## config.mk

```make
export PLATFORM = sky130hd
export DESIGN_NAME = cfg_serial_port
export DESIGN_NICKNAME = d
export VERILOG_FILES = /design/src/rtl/cfg_port_pkg.sv /design/src/rtl/cfg_sync.sv /design/src/rtl/cfg_ctrl.sv /design/src/rtl/cfg_datapath.sv /design/src/rtl/cfg_serial_port.sv
export SDC_FILE = /design/constraint.sdc
export NUM_CORES = 1
export LEC_CHECK = 0
export CORE_UTILIZATION = 56
export DETAILED_ROUTE_END_ITERATION = 7
export DONT_BUFFER_PORTS = 1
export PLACE_DENSITY = 0.71
export RECOVER_POWER = 25
export SETUP_SLACK_MARGIN = 0.2
export SYNTH_ARGS = -nofsm -noshare
export SYNTH_HDL_FRONTEND = slang
export SYNTH_SLANG_ARGS = --single-unit
```

## constraint.sdc

```tcl
create_clock -name clk -period 2.81 [get_ports clk]
set_input_delay 0.4215 -clock clk [delete_from_list [all_inputs] [get_ports clk]]
set_output_delay 0.4215 -clock clk [all_outputs]
set_load 0.05 [all_outputs]
```

## src/rtl/cfg_port_pkg.sv

```systemverilog
package cfg_port_pkg;
  localparam int CFG_WORD_W = 20;

  typedef struct packed {
    logic shiftEn;
    logic latchEn;
  } ctrlStrobes_t;
endpackage

```

## src/rtl/cfg_sync.sv

```systemverilog
module cfg_sync #(
  parameter int WIDTH = 3,
  parameter int STAGES = 2,
  parameter logic [WIDTH-1:0] RESET_VAL = '0
) (
  input  logic             clk,
  input  logic             rst_n,
  input  logic [WIDTH-1:0] asyncIn,
  output logic [WIDTH-1:0] syncOut
);
  logic [STAGES-1:0] chain [WIDTH];

  for (genvar b = 0; b < WIDTH; b++) begin : g_bit
    always_ff @(posedge clk or negedge rst_n) begin
      if (!rst_n) chain[b] <= {STAGES{RESET_VAL[b]}};
      else        chain[b] <= {chain[b][STAGES-2:0], asyncIn[b]};
    end
    assign syncOut[b] = chain[b][STAGES-1];
  end
endmodule

```

## src/rtl/cfg_ctrl.sv

```systemverilog
module cfg_ctrl
  import cfg_port_pkg::*;
(
  input  logic         clk,
  input  logic         rst_n,
  input  logic         serClkS,
  input  logic         strobeS,
  output ctrlStrobes_t strobes
);
  logic clkPrev;
  logic strobePrev;

  always_ff @(posedge clk or negedge rst_n) begin
    if (!rst_n) begin
      clkPrev    <= 1'b0;
      strobePrev <= 1'b1;
    end else begin
      clkPrev    <= serClkS;
      strobePrev <= strobeS;
    end
  end

  always_comb begin
    strobes.shiftEn = serClkS && !clkPrev && !strobeS;
    strobes.latchEn = strobeS && !strobePrev;
  end

  // a latch follows a low strobe in the previous cycle
  a_r3_latch_after_low: assert property (@(posedge clk) disable iff (!rst_n)
    strobes.latchEn |-> !$past(strobeS));
endmodule

```

## src/rtl/cfg_datapath.sv

```systemverilog
module cfg_datapath
  import cfg_port_pkg::*;
#(
  parameter int WORD_W = CFG_WORD_W
) (
  input  logic              clk,
  input  logic              rst_n,
  input  logic              clearCfg,
  input  logic              dataS,
  input  ctrlStrobes_t      strobes,
  output logic [WORD_W-1:0] heldWord
);
  logic [WORD_W-1:0] shiftReg;

  always_ff @(posedge clk or negedge rst_n) begin
    if (!rst_n) begin
      shiftReg <= '0;
      heldWord <= '0;
    end else if (clearCfg) begin
      shiftReg <= '0;
      heldWord <= '0;
    end else begin
      if (strobes.shiftEn) shiftReg <= {shiftReg[WORD_W-2:0], dataS};
      if (strobes.latchEn) heldWord <= shiftReg;
    end
  end

  // undervoltage leaves the held word at zero
  a_r5_uv_clears: assert property (@(posedge clk) disable iff (!rst_n)
    clearCfg |=> heldWord == '0);

  // held word only moves on a latch or a clear
  a_r3_hold_stable: assert property (@(posedge clk) disable iff (!rst_n)
    (!strobes.latchEn && !clearCfg) |=> $stable(heldWord));

  // shift register only moves on a shift or a clear
  a_r2_shift_stable: assert property (@(posedge clk) disable iff (!rst_n)
    (!strobes.shiftEn && !clearCfg) |=> $stable(shiftReg));

  // each shift moves the word up one place and takes the new bit at bit 0
  a_r1_shift_in: assert property (@(posedge clk) disable iff (!rst_n)
    (strobes.shiftEn && !clearCfg) |=>
      (shiftReg == {$past(shiftReg[WORD_W-2:0]), $past(dataS)}));
endmodule

```

## src/rtl/cfg_serial_port.sv

```systemverilog
module cfg_serial_port
  import cfg_port_pkg::*;
#(
  parameter int SYNC_STAGES = 2
) (
  input  logic                  clk,
  input  logic                  rst_n,
  input  logic                  uvFault,
  input  logic                  serClk,
  input  logic                  serData,
  input  logic                  serStrobe,
  output logic [CFG_WORD_W-1:0] heldWord,
  output logic [1:0]            blankSel,
  output logic [4:0]            offTime,
  output logic [3:0]            fastDecay,
  output logic                  rectPassive,
  output logic                  rectEnable,
  output logic                  extChopSlow,
  output logic                  enablePol,
  output logic                  phasePol,
  output logic                  rangePol,
  output logic                  intDecayPol,
  output logic                  testMode,
  output logic                  sleepActive
);
  logic [2:0]   syncLines;
  ctrlStrobes_t strobes;

  // bit 2 strobe (idles high), bit 1 data, bit 0 serial clock
  cfg_sync #(.WIDTH(3), .STAGES(SYNC_STAGES), .RESET_VAL(3'b100)) u_sync (
    .clk     (clk),
    .rst_n   (rst_n),
    .asyncIn ({serStrobe, serData, serClk}),
    .syncOut (syncLines)
  );

  cfg_ctrl u_ctrl (
    .clk     (clk),
    .rst_n   (rst_n),
    .serClkS (syncLines[0]),
    .strobeS (syncLines[2]),
    .strobes (strobes)
  );

  cfg_datapath #(.WORD_W(CFG_WORD_W)) u_dp (
    .clk      (clk),
    .rst_n    (rst_n),
    .clearCfg (uvFault),
    .dataS    (syncLines[1]),
    .strobes  (strobes),
    .heldWord (heldWord)
  );

  always_comb begin
    blankSel    = heldWord[1:0];
    offTime     = heldWord[6:2];
    fastDecay   = heldWord[10:7];
    rectPassive = heldWord[11];
    rectEnable  = heldWord[12];
    extChopSlow = heldWord[13];
    enablePol   = heldWord[14];
    phasePol    = heldWord[15];
    rangePol    = heldWord[16];
    intDecayPol = heldWord[17];
    testMode    = heldWord[18];
    sleepActive = !heldWord[19];
  end

  // after an undervoltage cycle the port reports sleep
  a_r8_uv_sleep: assert property (@(posedge clk) disable iff (!rst_n)
    uvFault |=> sleepActive);
endmodule

```

### Word-level counts from Yosys, hierarchy flattened

Cells that the tools add are included.

| word-level totals | value |
|---|---|
| flip-flop bits (word level) | 48 |
| input port bits | 6 |
| output and inout bits | 40 |
| word-level logic and storage cells | 20 |

| cells by class | value |
|---|---|
| muxes and demuxes | 4 |
| reductions and logical operators | 9 |

Operators with widths:

| kind | count |
|---|---|
| 2-to-1 mux 20 bit | 4 |
| zero test 1 bit | 4 |
| nonzero test 2 bit | 2 |
| logical AND 1 bit | 3 |

### Logic depth before layout (Yosys ltp)

| depth | value |
|---|---|
| word-level depth | 5 |
| depth in mapped cells | 4 |
| gate-level depth less buffers | 3 |

### By module

A second synthesis with hierarchy kept.

| second synthesis, totals | value |
|---|---|
| cells, all modules | 161 |
| area, all modules | 2006.9 µm² |

By module, submodules not included:

| module | instances | cells each | area each (µm²) | sequential area each (µm²) |
|---|---|---|---|---|
| cfg_datapath | 1 | 128 | 1612.8 | 1001.0 |
| cfg_sync | 1 | 9 | 175.2 | 152.6 |
| cfg_serial_port | 1 | 20 | 146.4 | 0.0 |
| cfg_ctrl | 1 | 4 | 72.6 | 51.3 |

### Least setup slack after synthesis

OpenSTA, ideal clock, no wires.

| timing path | value |
|---|---|
| path kind | reg2out |
| start | reg u_dp.heldWord[19] |
| end | out sleepActive |
| arrival | 0.963 ns |
| required time | 2.389 ns |
| setup slack | 1.426 ns |
| stages on the path, launching flop included | 2 |
| buffers on the path | 0 |
| path through | dfrtp_1 inv_1 |

| between the ends | value |
|---|---|
| word-level cells in the longest chain between the ends | 1 |

RTL lines:

| item | line | source |
|---|---|---|
| from (decl) | cfg_datapath.sv:11 | `output logic [WORD_W-1:0] heldWord` |
| from (signal assigned) | cfg_datapath.sv:24 | `if (strobes.latchEn) heldWord <= shiftReg;` |
| zero test 1 bit | cfg_serial_port.sv:66 | `sleepActive = !heldWord[19];` |
| to (decl) | cfg_serial_port.sv:24 | `output logic sleepActive` |

Every way passes these cells.

### Worst setup path after layout

Same ends and word-level chain as after synthesis.

==> Implementation_results.wiki <==
{| class="wikitable"
! Metric !! Value
|-
| Pwr Density || approximately 560 mW/mm2
|-
| Register bit total from synthesis || 48
|-
| Sequential cell fraction of total power || 66.6%
|-
| Worst-skew pair later-pin latency || 350 ps
|-
| Flip-flop cell with the highest count after synthesis || sky130_fd_sc_hd__dfrtp_1
|-
| Combined flip-flop and latch cell area || 0.00120 mm2
|-
| Via density per instance || 5.30
|-
| Sequential fraction of the synthesis area || between 60% and 70%
|-
| Maximum single-stage delay on the critical path || 670 ps
|-
| Largest cells by area after synthesis || sky130_fd_sc_hd__dfrtp_1 58%, sky130_fd_sc_hd__nand2_1 15%, sky130_fd_sc_hd__a21oi_1 10%, sky130_fd_sc_hd__buf_4 7.3%, sky130_fd_sc_hd__dfstp_2 4.0%
|-
| Number of global-route vias before repair || 1,153
|-
| Share of total power in combinational logic || 3.1%
|-
| Post-synthesis cell area || between 0.0015 and 0.002 mm2
|-
| Post-Synthesis Mean Instance Area || 9.59 um2
|-
| Clock network power share || 30.2%
|-
| Sink Count || 48
|-
| Crit end category || output port
|-
| Crit path kind || flip-flop to output port
|-
| Postcts setup bufs || 0
|-
| Area growth, synth to finish || -3.64%
|-
| Initial antenna violation count || 0
|-
| Total of cells resized after clock tree synthesis || 0
|-
| Die outline area || 0.00374 mm2
|-
| Setup slack of the most critical reg-to-reg path || ~1100 ps
|-
| Most repeated cell in the gate-level netlist after synthesis || sky130_fd_sc_hd__nand2_1
|-
| Maximum number of pins on one net before global-route repair || a little under 50
|-
| Status || finished clean
|-
| Placer's final routability congestion estimate || 0.688
|-
| Number of DRC violations after detailed routing || 0
|-
| Reported net switching power || 0.000228 W
|-
| Chip Height || ~61 um
|-
| Crit share post-route || 64.2%
|-
| Post-synthesis cell type with the largest combined area || sky130_fd_sc_hd__dfrtp_1
|-
| Count of antenna diodes in the layout || 0
|-
| Overall die width || 61.1 um
|-
| Number of endpoints failing setup at the final stage || 0
|-
| Final sum of negative setup slack || 0 ps
|-
| Critical Path AT || 1380 ps
|-
| Layout fillers || about 290
|-
| GRT Overall Usage || 18.8%
|-
| Total wirelength of the detailed-routed design || 3050 um
|-
| # H-tree levels || 2
|-
| Post-Syn Nets || 210
|-
| Via count || roughly 1,200
|-
| Cell area after placement || 0.00181 mm2
|-
| Commonest cells in the netlist || 80 x sky130_fd_sc_hd__nand2_1, 45 x sky130_fd_sc_hd__dfrtp_1, 40 x sky130_fd_sc_hd__a21oi_1
|-
| # port buffers || 0
|-
| Cell Chain, Critical Path || inv_1
|-
| Clock transition at the registers of the reported paths || 110 ps
|-
| Global-route wire length before repair || 5000 um
|-
| Number of unique standard cell types used by synthesis || 13
|-
| HP Start || serStrobe
|-
| Area share of the leading cell type in the synthesized netlist || 57.5%
|-
| Number of buffers created by CTS || 5
|-
| Iteration-0 DRC Markers || 61
|-
| Post-DRT Antenna Nets || 0
|-
| Worst reg2reg endpoint || u_dp.shiftReg[12]$_DFFE_PN0P_
|-
| Pwr Total || 0.00106 W
|-
| Buffer levels on the longest clock path || 2
|-
| Synth Instances || 204
|-
| CP startpoint kind || flip-flop
|-
| Count of hold-fix buffers inserted at cts || 2
|-
| Top achievable clock speed || around 550 MHz
|-
| Kind of path behind the tightest hold check || input pin to flip-flop
|-
| Peak ir drop on the vdd network || approximately 0.00033 V
|-
| Number of cells traversed by the worst hold path || 0
|-
| Area used by multi-input combinational logic || 538 um2
|-
| Post-layout instance area || 0.00189 mm2
|-
| R2r startpoint || u_sync.syncOut[2]$_DFF_PN1_
|-
| Hold Fails Final Rpt || 0
|-
| Fin. max-slew vios || 0
|-
| Hold-critical path endpoint || u_sync.chain[0]$_DFF_PN1_
|-
| Maximum fanout along the worst path || 3
|-
| Relative slew slack || ~25%
|-
| Ys Warns || 0
|-
| Max-cap violations || 0
|-
| Number of buffer and inverter instances along the worst setup path || 1
|-
| RSZ-0062 raised after global routing || false
|-
| Core Region || 0.00334 mm2
|-
| Number of enable-type register cells in the synthesized netlist || 0
|-
| Cell count of the worst reg-to-reg path || 3
|-
| Detailed placer's ending HPWL || 1860 um
|-
| Ys async rst share || 100%
|-
| Pre-antenna DRT Iters || 4
|-
| Switch share || 21.6%
|-
| Num ports || 46
|-
| Cell leakage power || 0.780 nW
|-
| Worst path slowest cell || sky130_fd_sc_hd__dfrtp_1
|-
| Buffer type at the clock tree root || sky130_fd_sc_hd__clkbuf_4
|-
| Effective utilization at floorplan || 58.6%
|-
| Average detailed-routed wire length per instance || approximately 13 um
|-
| Number of placement rows || 21
|-
| Family of cells with the greatest summed delay on the critical path || flip-flops
|-
| Clock tree from TritonCTS || built
|-
| Internal cell power || 0.000828 W
|-
| Layout Skew || 8.82 ps
|-
| Critical path data required time || between 2000 and 2500 ps
|-
| Actual transition at the worst max-transition pin || 1120 ps
|-
| # nets final || about 190
|-
| Fraction of final layout cells with drive strength greater than 1 || under 10%
|-
| Period minus WS final || 1800 ps
|-
| Leftover overflow at the end of global routing || 0
|}
-- placed cells by master (no fill, tap or decap) --
cell type	instances
sky130_fd_sc_hd__or2b_1	1
sky130_fd_sc_hd__nor2b_1	1
sky130_fd_sc_hd__clkbuf_2	1
sky130_fd_sc_hd__clkbuf_1	2
sky130_fd_sc_hd__clkbuf_4	5
sky130_fd_sc_hd__dfstp_1	1
sky130_fd_sc_hd__nor3b_2	1
sky130_fd_sc_hd__inv_1	1
sky130_fd_sc_hd__dfstp_2	2
sky130_fd_sc_hd__buf_4	1
sky130_fd_sc_hd__clkbuf_8	1
sky130_fd_sc_hd__dlygate4sd3_1	1
sky130_fd_sc_hd__dfrtp_1	45
sky130_fd_sc_hd__nand2_1	80
sky130_fd_sc_hd__a21oi_1	40
sky130_fd_sc_hd__or3b_4	1
-- worst max-delay path by stage --
stage                                        from                       endpoint  slack (ps)  depth (start not counted)
floorplan           u_dp.heldWord[19]$_DFFE_PN0P_                    sleepActive        1430                          1
global placement         u_ctrl.clkPrev$_DFF_PN0_  u_dp.shiftReg[15]$_DFFE_PN0P_        1220                          3
detailed placement       u_ctrl.clkPrev$_DFF_PN0_  u_dp.shiftReg[12]$_DFFE_PN0P_        1150                          3
CTS                 u_dp.heldWord[19]$_DFFE_PN0P_                    sleepActive         980                          1
global route        u_dp.heldWord[19]$_DFFE_PN0P_                    sleepActive         910                          1
finish              u_dp.heldWord[19]$_DFFE_PN0P_                    sleepActive        1010                          1
-- metrics by stage --
stage | hold WS [ps] | worst slack (ps) | util (%) | cells
finish | 58.1 | 1010 | 56.5 | 230
floorplan | 126 | 1430 | - | 204
global route | 16.4 | 912 | 56.5 | 230
CTS | 36.4 | 980 | 57.2 | 230
global placement | 127 | 1220 | 54.3 | 220
detailed placement | 126 | 1150 | 54.3 | 220
-- kinds of logic (layout without fill, tap and decap cells) --
| family | after synthesis | after routing | share of synthesized area (%) |
|---|---|---|---|
| flip-flops | 48 | 48 | 61.6 |
| AND/OR/NAND/NOR | 84 | 84 | 17.3 |
| AO/OA/AOI/OAI | 40 | 40 | 10.2 |
| buffers and inverters | 32 | 12 | 10.9 |
-- sequential cells by signal (all words and copies together), names as in the netlist --
register / count
u_dp.heldWord: 20
u_sync.chain: 3
u_dp.shiftReg: 20
u_sync.syncOut: 3
u_ctrl.strobePrev: 1
u_ctrl.clkPrev: 1
-- routing by layer --
metal  up-vias  GRT usage, %  wire [um]
met1       601          22.5       1340
li1        585             -          -
met3         2          7.56        187
met2        31          31.4       1520
met4         0          5.19         16
met5         -             0          0
-- layout make-up --
class,count,share of cell area [%]
inverters,1,0.199
flip-flops and latches,48,63.9
repair buffers,3,1.19
well taps,46,3.05
clock buffers,8,3.12
multi-input cells,124,28.5
-- worst reg2reg max path: stages, from the launching register on --
cell                      delay, ps
sky130_fd_sc_hd__dfstp_1        420
sky130_fd_sc_hd__nor3b_2        880
sky130_fd_sc_hd__nand2_1        160
sky130_fd_sc_hd__a21oi_1        180
-- power by group through the flow --
stage                     Sequential [W]  Combinational (W)  Clock [W]
after CTS                       0.000704          0.0000386   0.000332
after detailed placement        0.000717          0.0000194          0
after floorplan                 0.000716          0.0000268          0
final                           0.000704          0.0000329   0.000319
after global routing            0.000705          0.0000379   0.000366
after global placement          0.000717          0.0000188          0
Note: power is estimated with default switching activity, not from simulation.
